--- config.mk ---
export PLATFORM = sky130hd
export DESIGN_NAME = uart_rx_queue
export DESIGN_NICKNAME = d
export VERILOG_FILES = /design/src/rtl/uart_rx_queue.sv
export SDC_FILE = /design/constraint.sdc
export NUM_CORES = 1
export LEC_CHECK = 0
export ABC_AREA = 1
export BUFFER_PORTS_ARGS = -buffer_cell sky130_fd_sc_hd__buf_2
export CAP_MARGIN = 20
export CORE_UTILIZATION = 55
export CTS_CLUSTER_DIAMETER = 60
export CTS_CLUSTER_SIZE = 16
export DETAILED_ROUTE_END_ITERATION = 8
export PLACE_DENSITY = 0.74
export RECOVER_POWER = 50
export SYNTH_ARGS = -nofsm -noshare
export SYNTH_HDL_FRONTEND = slang
export SYNTH_SLANG_ARGS = --single-unit
--- constraint.sdc ---
create_clock -name clk -period 2.2 [get_ports clk]
set_input_delay 0.11 -clock clk [delete_from_list [all_inputs] [get_ports clk]]
set_output_delay 0.11 -clock clk [all_outputs]
set_load 0.02 [all_outputs]
--- src/rtl/uart_rx_queue.sv ---
module uart_rx_queue #(
  parameter int WIDTH = 8,
  parameter int DEPTH = 16,
  parameter int OSR   = 16
) (
  input  logic             clk,
  input  logic             rst_n,
  input  logic             tick,
  input  logic             rxd,
  input  logic             pop,
  output logic [WIDTH-1:0] rd_data,
  output logic             has_data,
  output logic             half_full,
  output logic             full
);
  localparam int AW = $clog2(DEPTH);
  localparam int CW = $clog2(OSR);
  localparam int BW = $clog2(WIDTH) + 1;
  localparam logic [CW-1:0] MID  = CW'(OSR/2 - 1);
  localparam logic [CW-1:0] LAST = CW'(OSR - 1);

  typedef enum logic [1:0] {IDLE, START, DATA, STOP} rx_state_t;

  rx_state_t        state;
  logic             s1, s2, armed;
  logic [CW-1:0]    cnt;
  logic [BW-1:0]    nbit;
  logic [WIDTH-1:0] sh;
  logic [WIDTH-1:0] mem [DEPTH];
  logic [AW-1:0]    wptr, rptr;
  logic [AW:0]      count;
  logic             push, push_ok, do_pop;

  assign push      = tick && state == STOP && cnt == LAST && s2;
  assign push_ok   = push && !full;
  assign do_pop    = pop && has_data;
  assign rd_data   = mem[rptr];
  assign has_data  = count != '0;
  assign half_full = count >= (AW+1)'(DEPTH/2);
  assign full      = count == (AW+1)'(DEPTH);

  always_ff @(posedge clk or negedge rst_n) begin
    if (!rst_n) begin
      s1 <= 1'b1;
      s2 <= 1'b1;
      state <= IDLE;
      armed <= 1'b0;
      cnt <= '0;
      nbit <= '0;
      sh <= '0;
    end else begin
      s1 <= rxd;
      s2 <= s1;
      if (tick) begin
        case (state)
          IDLE:
            if (s2) armed <= 1'b1;
            else if (armed) begin
              state <= START;
              cnt <= '0;
              armed <= 1'b0;
            end
          START:
            if (cnt == MID) begin
              cnt <= '0;
              nbit <= '0;
              if (!s2) state <= DATA;
              else begin
                state <= IDLE;
                armed <= 1'b1;
              end
            end else cnt <= cnt + 1'b1;
          DATA:
            if (cnt == LAST) begin
              cnt <= '0;
              sh <= {s2, sh[WIDTH-1:1]};
              nbit <= nbit + 1'b1;
              if (nbit == BW'(WIDTH-1)) state <= STOP;
            end else cnt <= cnt + 1'b1;
          default:
            if (cnt == LAST) begin
              cnt <= '0;
              state <= IDLE;
              armed <= s2;
            end else cnt <= cnt + 1'b1;
        endcase
      end
    end
  end

  always_ff @(posedge clk) begin
    if (push_ok) mem[wptr] <= sh;
  end

  always_ff @(posedge clk or negedge rst_n) begin
    if (!rst_n) begin
      wptr <= '0;
      rptr <= '0;
      count <= '0;
    end else begin
      if (push_ok) wptr <= wptr + 1'b1;
      if (do_pop) rptr <= rptr + 1'b1;
      case ({push_ok, do_pop})
        2'b10:   count <= count + 1'b1;
        2'b01:   count <= count - 1'b1;
        default: count <= count;
      endcase
    end
  end

  p_no_overflow_r5: assert property (@(posedge clk) disable iff (!rst_n)
    full && !pop |=> full && $stable(wptr) && $stable(rptr));
  p_full_implies_half_r4: assert property (@(posedge clk) disable iff (!rst_n)
    full |-> half_full && has_data);
  p_pop_advances_r2: assert property (@(posedge clk) disable iff (!rst_n)
    has_data && pop |=> rptr == $past(rptr) + 1'b1);
  p_empty_pop_ignored_r2: assert property (@(posedge clk) disable iff (!rst_n)
    !has_data && pop |=> $stable(rptr));
  p_hold_without_tick_r6: assert property (@(posedge clk) disable iff (!rst_n)
    !tick |=> $stable(state) && $stable(cnt) && $stable(sh));
  p_bad_stop_dropped_r9: assert property (@(posedge clk) disable iff (!rst_n)
    tick && state == STOP && cnt == LAST && !s2 && !pop |=> $stable(count));
endmodule

==> impl_metrics.toml, run 1 <==
[run_status]
run_status = "finished clean"

[yosys]
synth_top_flop_cell = "edfxtp_1"
postSynthCellCount = 762
ys_seq_area_share_pct = 63.5
yosysTopAreaCellShare_pct = 52.0
yosysTopAreaCell = "edfxtp_1"
synth_area_um2 = 7400
synthArstFlopShare_pct = 21.0
yosysWarnings = 0
syn_nets = 779
synth-edff-count = 128
synth-seq-cells = 162
synth.avg_cell_area_um2 = 9.71
synth_area_leaders = "edfxtp_1, nand2_1, dfrtp_1"
synth_cell_types = 28

[setup_path]
arrival_ns = 2.00
crit_end = "rd_data[2]"
regToRegSetupSlack_ns = 0.12
reg2reg_to = "count[4]"
worstSetupStartpointType = "flop"
crit_path_max_fanout = 24
timing.rr.start = "cnt[0]"
r2r_cells = 14
endpoint_kind = "output port"
startpoint = "rptr[1]"
crit_type = "reg2out"
required_ns = 2.09

[sta]
worstMarginPinSlew_ns = 0.783
finalHoldViolations = 0
max_freq_ghz = 0.474
clock_skew_ns = 0.00582
period_needed_ns = 2.11
timing.hold.ws_ns = 0.0185
rsz0062_at_grt = "no"
finalSetupTns_ns = 0
drv_slew = 0
final-setup-viol-count = 0
relSlewSlack_pct = 47.8
fin_crit_sh_pct = 95.9

[power]
power_density_nw_per_um2 = 1160
power.leakage_uw = 0.00377
irDropWorstVdd_mv = 0.679
power_uw = 9800

[detailed_routing]
drt_iter0_drc = 411
postRouteAntennaNets = 0
avgViaCountPerCell = 5.32
dr.pass1.iters = 5
wl_um = 15800
routedWlPerCell_um = 15.9
drc_errors = 0
vias = 5270

[clocking]
h-tree-depth = 4
clk_latency_ns = 0.42
cts.clk_slew.worst_paths_ns = 0.06
cts_sinks = 162
root_buffer = "clkbuf_16"
tritoncts = "built"
clockBufferDepth = 2
cts-buffers-inserted = 17

[grt]
antenna_found_initial = 0
grt_max_degree = 53
grt_pass1_wl_um = 25700
grt_pass1_vias = 5127
gr-total-overflow = 0
grt_usage_pct = 24.6

[final_layout]
n_antenna_cell = 0
multi_input_area_um2 = 2090
drive_above_1_share_pct = 10.8
regArea_um2 = 4700
layout_common_cells = "nand2_1, inv_1, edfxtp_1"
areaGrowthSynthToFinish_pct = 14.4
fin_cells = 990
final_common_cell = "nand2_1"
final_area_um2 = 8460
final_nets = 818
nFillCells = 980

[floorplan]
die_area_um2 = 13900
fp-row-count = 42
die_height_um = 118
start_util_pct = 56.1
die_width_um = 118
io_pins = 16
core-area_um2 = 13200

[worst_hold_path]
hold_path.class = "in2reg"

[placement]
hpwl_um = 10100
placed_area_um2 = 7780
dp.cells = 952
io_buffers = 15
place.gp.congestion = 0.837

[run]
maxCapViolations = 0
synthesized netlist by cell type, types with 5 or more instances:
| library cell | instances |
|---|---|
| a21oi_1 | 9 |
| xor2_1 | 5 |
| nor2_1 | 17 |
| nand3_1 | 112 |
| dfrtp_1 | 32 |
| edfxtp_1 | 128 |
| inv_1 | 129 |
| buf_2 | 18 |
| o21ai_0 | 10 |
| ha_1 | 11 |
| nand2_1 | 239 |
| clkbuf_1 | 7 |
| o21ai_1 | 6 |
| nor3_1 | 16 |
worst min path at each step:
stage | startpoint | to | depth (start not counted)
finish | tick | cnt[1] | 3
global route | tick | cnt[1] | 3
CTS | tick | cnt[1] | 3
detailed placement | rxd | s1 | 1
global placement | rst_n | count[2] | 1
floorplan | rst_n | armed | 0
routing by layer:
| layer | track usage (%) | wire (µm) | share of wire (%) |
|---|---|---|---|
| met1 | 31.3 | 6280 | 40 |
| met2 | 40.8 | 8060 | 51 |
| met3 | 4.94 | 1060 | 6.7 |
| met4 | 11.1 | 386 | 2.4 |
| met5 | 0 | 0 | 0 |
final cells by class:
| cell class | instances | share of cell area, % |
|---|---|---|
| Clock buffer | 21 | 5.32 |
| Tap cell | 176 | 2.60 |
| Sequential cell | 162 | 55.5 |
| Multi-Input combinational cell | 439 | 24.7 |
| Inverter | 133 | 5.90 |
| Timing Repair Buffer | 48 | 4.08 |
| Clock inverter | 11 | 1.92 |
state kept, by name, indices dropped and copies added, names as in the netlist:
| signal | flops |
|---|---|
| mem | 128 |
| rptr | 4 |
| s2 | 1 |
| sh | 8 |
| count | 5 |
| wptr | 4 |
| armed | 1 |
| nbit | 4 |
| cnt | 4 |
| s1 | 1 |
| state | 2 |
worst max-delay path, stage by stage, from the launching register on:
cell,delay [ns]
dfrtp_1,0.38
inv_1,0.31
buf_12,0.23
nand3_1,0.12
nand3_1,0.13
nand3_1,0.15
nand2_1,0.10
buf_2,0.16
repair_timing:
action                                  CTS  global route
hold endpoints to repair                 34             0
pin swaps                                 0             2
endpoints found under the setup margin    2             7
gates resized for setup                   1             4
setup buffers                             0             3
hold buffers                              3             0
where the power goes:
part	total [µW]	switching, µW	leakage, µW	internal, µW
clock network	3040	1120	0.000294	1920
logic	3130	2130	0.00193	1010
registers	3630	198	0.00154	3430
per-stage QoR:
step / util (%) / setup WS (ns)
2_1_floorplan: - / 0.0289
3_3_place_gp: 59.0 / 0.136
3_5_place_dp: 59.0 / 0.0427
4_1_cts: 63.9 / 0.00414
5_1_grt: 64.2 / 0.000543
6_report: 64.2 / 0.0896
cell families after synthesis:
| family | share of synthesized area [%] |
|---|---|
| adders and majority gates | 2.13 |
| xor gates and xnor gates | 0.829 |
| AOI/OAI and AO/OA | 1.69 |
| DFF | 63.5 |
| and+or+nand+nor | 23.1 |
| buffers and inverters | 8.78 |
(Power assumes the default switching activity.)
==> run 2: changes to the inputs <==
--- a/config.mk
+++ b/config.mk
@@ -5,7 +5,7 @@
 export SDC_FILE = /design/constraint.sdc
 export NUM_CORES = 1
 export LEC_CHECK = 0
-export ABC_AREA = 1
+export ABC_AREA = 0
 export BUFFER_PORTS_ARGS = -buffer_cell sky130_fd_sc_hd__buf_2
 export CAP_MARGIN = 20
 export CORE_UTILIZATION = 55
@@ -14,6 +14,7 @@
 export DETAILED_ROUTE_END_ITERATION = 8
 export PLACE_DENSITY = 0.74
 export RECOVER_POWER = 50
+export SKIP_LAST_GASP = 1
 export SYNTH_ARGS = -nofsm -noshare
 export SYNTH_HDL_FRONTEND = slang
 export SYNTH_SLANG_ARGS = --single-unit
==> run 2 against run 1 <==
Net effect: the flow now finishes with violations (setup timing); cell count fell by 36%; clock skew rose by 0.0064 ns; clock-buffer cell count fell by 4; design area fell by 3.9%; sequential share of layout area rose by 2.3 points; worst setup slack got worse by 0.15 ns; clock power fell by 7.2%; register-to-register slack got worse by 0.13 ns; hold slack improved by 0.14 ns; wire length fell by 19%.
==> impl_metrics.toml, run 2 <==
[final_layout]
largest-register = "mem"
largestRegisters = "mem: 128 flops, sh: 8 flops, count: 5 flops"
final_area_um2 = 8130
final_common_cell = "edfxtp_1"
areaGrowthSynthToFinish_pct = 18.6
largest_reg_flops = 128
n_antenna_cell = 0
layout_common_cells = "edfxtp_1, buf_4, mux4_2"
drive_above_1_share_pct = 35.3
final_nets = 474

[setup_path]
regToRegSetupSlack_ns = -0.01
worstSetupStartpointType = "flop"
cp_slowest_cell = "mux4_2"
crit_type = "reg2out"
crit_path_max_fanout = 12
startpoint = "rptr[0]"
arrival_ns = 2.15
endpoint_kind = "output port"
r2r_cells = 10
reg2reg_to = "count[4]"
timing.rr.start = "count[0]"
crit_path_max_incr_delay_ns = 0.51
required_ns = 2.09
path_cells = "buf_12 > mux4_2 > a22oi_2 > nand2_1 > buf_2"

[worst_hold_path]
hold_path.class = "in2reg"
holdPathStages = 4
holdPathEnd = "armed"
worstHoldStart = "tick"

[detailed_routing]
vias = 3708
postRouteAntennaNets = 0
avgViaCountPerCell = 5.81
wl_um = 12800
drt_iter0_drc = 327
dr.pass1.iters = 4
routedWlPerCell_um = 20.0
drc_errors = 0

[sta]
worstMarginPinSlew_ns = 0.885
worst_slack_ns = -0.0556
drv_slew = 0
period_needed_ns = 2.26
relSlewSlack_pct = 41.0
finalHoldViolations = 0
rsz0062_at_grt = "yes"
clock_skew_ns = 0.0122
finalSetupTns_ns = -0.237
max_freq_ghz = 0.443
final-setup-viol-count = 7
fin_crit_sh_pct = 103

[yosys]
synth.avg_cell_area_um2 = 17.2
ys_seq_area_share_pct = 68.5
yosysTopAreaCell = "edfxtp_1"
syn_nets = 416
yosysWarnings = 0
synth_area_um2 = 6860
synth-seq-cells = 162
synth_cell_types = 62
synth_area_leaders = "edfxtp_1, dfrtp_1, mux4_2"
synthArstFlopShare_pct = 21.0
postSynthCellCount = 399
yosysTopAreaCellShare_pct = 56.1
yosysMostFrequentCell = "edfxtp_1"
synth-edff-count = 128
synth_top_flop_cell = "edfxtp_1"
synthTopCellsByCount = "edfxtp_1, dfrtp_1, mux4_2, nand2_1, a22oi_1"

[grt]
gr-total-overflow = 0
grt_pass1_vias = 3822
grt_usage_pct = 22.2
grt_pass1_wl_um = 20600
grt_max_degree = 36
antenna_found_initial = 0

[placement]
place.gp.congestion = 0.833
placed_area_um2 = 7430
io_buffers = 15
hpwl_um = 8180

[run]
maxCapViolations = 0

[clocking]
clk_latency_ns = 0.43
clockBufferDepth = 2
cts_sinks = 162
root_buffer = "clkbuf_16"
tritoncts = "built"
cts.clk_slew.worst_paths_ns = 0.06
cts-buffers-inserted = 17
h-tree-depth = 4

[floorplan]
fp-row-count = 40
start_util_pct = 56.8
die_height_um = 114
die_area_um2 = 12900
die_width_um = 114
core-area_um2 = 12100
io_pins = 16

[power]
irDropWorstVdd_mv = 1.01
power.leakage_uw = 0.00283
power_density_nw_per_um2 = 1120

[run_status]
violations = "setup timing"
run_status = "finished with violations"
[run 2: cell types whose count changed in the layout (fill, tap and decap cells not counted), moves of 10 or more]
| cell | delta |
|---|---|
| nor3_1 | -12 |
| nand3_1 | -104 |
| nand2_1 | -217 |
| buf_4 | +14 |
| a22oi_1 | +13 |
| inv_1 | -120 |
| mux4_2 | +32 |
| mux2_2 | +10 |
[run 2: stage by stage]
step / utilization (%) / std cells / setup slack, ns / hold slack, ns / total power [µW]
3_3_place_gp: 61.6 / 600 / 0.0512 / 0.218 / 6090
6_report: 67.4 / 638 / -0.0556 / 0.158 / 9140
5_1_grt: 67.4 / 638 / -0.122 / 0.167 / 9540
2_1_floorplan: - / 399 / -0.223 / -0.186 / 5390
4_1_cts: 67.3 / 638 / -0.0582 / 0.150 / 9140
3_5_place_dp: 61.6 / 600 / -0.0700 / 0.217 / 6170
[run 2: worst max-delay path by stage]
stage / end / cells after the start
floorplan: mem[0][0] / 5
global placement: count[4] / 9
detailed placement: count[4] / 9
CTS: rd_data[7] / 5
global route: rd_data[2] / 5
finish: rd_data[7] / 5
[run 2: worst max-delay path, delay by kind of cell, from the launching register on]
family | cells | cell delay, ns
AND/OR/NAND/NOR | 1 | 0.08
flip-flops | 1 | 0.50
AO/OA/AOI/OAI | 1 | 0.26
buffers and inverters | 2 | 0.36
multiplexers | 1 | 0.51
[run 2: timing repair]
action / in CTS / in global routing
pin swaps: 3 / 0
resized for setup: 13 / 4
buffers inserted: 4 / 0
endpoints found under the setup margin: 10 / 12
hold buffers: 2 / 0
endpoints found under the hold margin: 33 / 0
[run 2: cell families (layout without fill, tap and decap cells)]
family                     Yosys count  after routing  synth area share (%)
xor gates and xnor gates             9              9                  1.15
muxes                               44             44                  12.5
DFF                                162            162                  68.5
AOI/OAI and AO/OA                   50             50                  5.18
adders and majority gates           12             12                  2.30
buffers and inverters               30            101                  1.99
and+or+nand+nor                     92             92                  8.40
[run 2: cell type report]
| cell class | instances | area (µm²) |
|---|---|---|
| clock buffers | 17 | 425 |
| fillers | 781 | 3930 |
| well taps | 168 | 210 |
| inverters | 8 | 30.0 |
| flip-flops and latches | 162 | 4700 |
| repair buffers | 61 | 470 |
| clock inverters | 15 | 145 |
| multi-input cells | 207 | 2150 |
[run 2: where the power goes]
group,internal [µW],switching (µW),total [µW]
Combinational,1270,1410,2670
Clock,1590,1230,2820
Sequential,3430,208,3640
[run 2: metal layers]
| metal | wire, µm | global-route usage, % |
|---|---|---|
| met5 | 0 | 0 |
| met4 | 153 | 7.11 |
| met3 | 673 | 5.42 |
| met2 | 6650 | 37.1 |
| met1 | 5320 | 28.8 |
==> run 3: changes to the inputs <==
--- a/config.mk
+++ b/config.mk
@@ -12,8 +12,8 @@
 export CTS_CLUSTER_DIAMETER = 60
 export CTS_CLUSTER_SIZE = 16
 export DETAILED_ROUTE_END_ITERATION = 8
-export PLACE_DENSITY = 0.74
-export RECOVER_POWER = 50
+export PLACE_DENSITY = 0.71
+export RECOVER_POWER = 25
 export SKIP_LAST_GASP = 1
 export SYNTH_ARGS = -nofsm -noshare
 export SYNTH_HDL_FRONTEND = slang
==> constraint.sdc (replaced) <==
create_clock -name clk -period 2.1 [get_ports clk]
set_input_delay 0.105 -clock clk [delete_from_list [all_inputs] [get_ports clk]]
set_output_delay 0.105 -clock clk [all_outputs]
set_load 0.02 [all_outputs]
==> run 3 against run 2 <==
Net effect: the run still ends with setup timing left; non-clock buffer count is 13 higher; wire length is 9.0% higher; critical path depth up 6; combinational power is 24% higher; hold slack got worse by 0.0092 ns; sequential share of layout area down 2.0 points; highest routed layer unchanged.
==> impl_metrics.toml, run 3 (synthesis gave the netlist of run 2 again) <==
[run_status]
run_status = "finished with violations"
violations = "setup timing"

[detailed_routing]
drc_errors = 0
avgViaCountPerCell = 5.81
routedWlPerCell_um = 21.4
postRouteAntennaNets = 0
dr.pass1.iters = 4
drt_iter0_drc = 339
vias = 3783
wl_um = 13900

[setup_path]
required_ns = 2.40
regToRegSetupSlack_ns = -0.09
r2r_cells = 11
crit_type = "reg2reg"
reg2reg_to = "count[3]"
crit_path_max_fanout = 5
endpoint_kind = "flop"
timing.rr.start = "count[0]"
worstSetupStartpointType = "flop"
arrival_ns = 2.50

[grt]
grt_max_degree = 36
grt_pass1_wl_um = 21500
use_met1_pct = 30.0
use_met2_pct = 38.5
grtUsageMet3_pct = 5.79
gr-total-overflow = 0
grt_pass1_vias = 3910
top_usage_layer = "met2"
grt_usage_pct = 23.3
antenna_found_initial = 0

[floorplan]
die_height_um = 114
die_width_um = 114
io_pins = 16
start_util_pct = 56.8
core-area_um2 = 12100
die_area_um2 = 12900
fp-row-count = 40

[final_layout]
n_antenna_cell = 0
final_common_cell = "edfxtp_1"
largest_reg_flops = 128
layout_common_cells = "edfxtp_1, buf_4, mux4_2"
largestRegisters = "mem: 128 flops, sh: 8 flops, count: 5 flops"
fin_cells = 651
nFillCells = 763
largest-register = "mem"
final_nets = 487
areaGrowthSynthToFinish_pct = 22.8
drive_above_1_share_pct = 40.0

[clocking]
cts.clk_slew.worst_paths_ns = 0.06
cts-buffers-inserted = 17
tritoncts = "built"
cts_sinks = 162
root_buffer = "clkbuf_16"
clockBufferDepth = 2
h-tree-depth = 4
clk_latency_ns = 0.43

[sta]
timing.hold.ws_ns = 0.148
clock_skew_ns = 0.00834
drv_slew = 0
worst_slack_ns = -0.0940
fin_crit_sh_pct = 104
worstMarginPinSlew_ns = 0.884
period_needed_ns = 2.19
finalHoldViolations = 0
max_freq_ghz = 0.456
final-setup-viol-count = 10
relSlewSlack_pct = 41.1
rsz0062_at_grt = "yes"

[power]
irDropWorstVdd_mv = 0.853
power.leakage_uw = 0.00294
pwr-share-comb_pct = 32.8
clkPwrFrac_pct = 29.5
power_density_nw_per_um2 = 1200
p_seq_share_pct = 37.6
power.internal_uw = 7020
switchingPower_uw = 3060
p_sw_share_pct = 30.3

[placement]
dp.cells = 606
hpwl_um = 8250
io_buffers = 15
place.gp.congestion = 0.813

[worst_hold_path]
worstHoldStart = "tick"
hold_path.class = "in2reg"
holdPathStages = 4
holdPathEnd = "armed"

[run]
maxCapViolations = 0
## run 3: cell count changes in the layout (fill, tap and decap cells not counted), moves of 5 or more
cell     delta
a22oi_2    +10
buf_6       +9
buf_4       +7
inv_6       -5
a22oi_1    -10
buf_2       -6
## run 3: worst max-delay path by stage
stage / start / end / slack [ns] / cells past startpoint
global route: cnt[1] / count[4] / -0.19 / 10
floorplan: cnt[0] / mem[0][0] / -0.32 / 5
CTS: cnt[0] / count[4] / -0.14 / 10
global placement: count[2] / count[4] / -0.03 / 7
finish: count[0] / count[3] / -0.09 / 11
detailed placement: cnt[1] / count[4] / -0.17 / 9
## run 3: what timing repair did
action	in CTS	in global routing
hold endpoints to repair	33	0
gates cloned	1	1
hold buffers	2	0
buffers inserted	6	3
gates resized for setup	20	28
setup endpoints to repair	34	47
pin swaps	9	21
## run 3: cell type report
cell class | count | area (µm²) | share of cell area [%]
clock inverter | 14 | 140 | 1.66
inverter | 8 | 30.0 | 0.357
timing repair buffer | 74 | 672 | 7.98
sequential | 162 | 4700 | 55.8
tap | 168 | 210 | 2.50
multi-input combinational | 207 | 2240 | 26.6
clock buffer | 18 | 429 | 5.10
## run 3: power by group through the flow
stage / Combinational, µW / Sequential (µW) / Clock [µW]
2_1_floorplan: 1820 / 3820 / 0
3_3_place_gp: 2650 / 3860 / 0
3_5_place_dp: 2710 / 3870 / 0
4_1_cts: 3040 / 3790 / 3010
5_1_grt: 3570 / 3800 / 3140
6_report: 3310 / 3790 / 2980
## run 3: routing by layer
metal | part of all wire [%] | vias to the layer above | wire [µm]
li1 | - | 1719 | -
met1 | 41 | 1958 | 5720
met2 | 53 | 98 | 7410
met3 | 5.0 | 8 | 701
met4 | 0.86 | 0 | 120
met5 | 0 | - | 0
## run 3: critical path, stage by stage (launching register included)
cell	delay (ns)
dfrtp_2	0.42
nor4_4	0.32
buf_4	0.18
a211oi_4	0.07
nand2_4	0.09
ha_4	0.18
buf_6	0.11
ha_4	0.18
a21o_1	0.16
a21oi_2	0.15
xnor2_1	0.13
o21ai_1	0.09
## run 3: metrics by stage
step	TNS, ns	setup WS [ns]	area [µm²]	util [%]	total power [µW]
after floorplan	-14.97	-0.323	6910	-	5650
after global placement	-0.0347	-0.0347	7490	62.1	6510
after detailed placement	-0.273	-0.168	7490	62.1	6580
after CTS	-0.804	-0.144	8250	68.4	9830
after global routing	-1.93	-0.189	8420	69.8	10500
final	-0.467	-0.0940	8420	69.8	10100
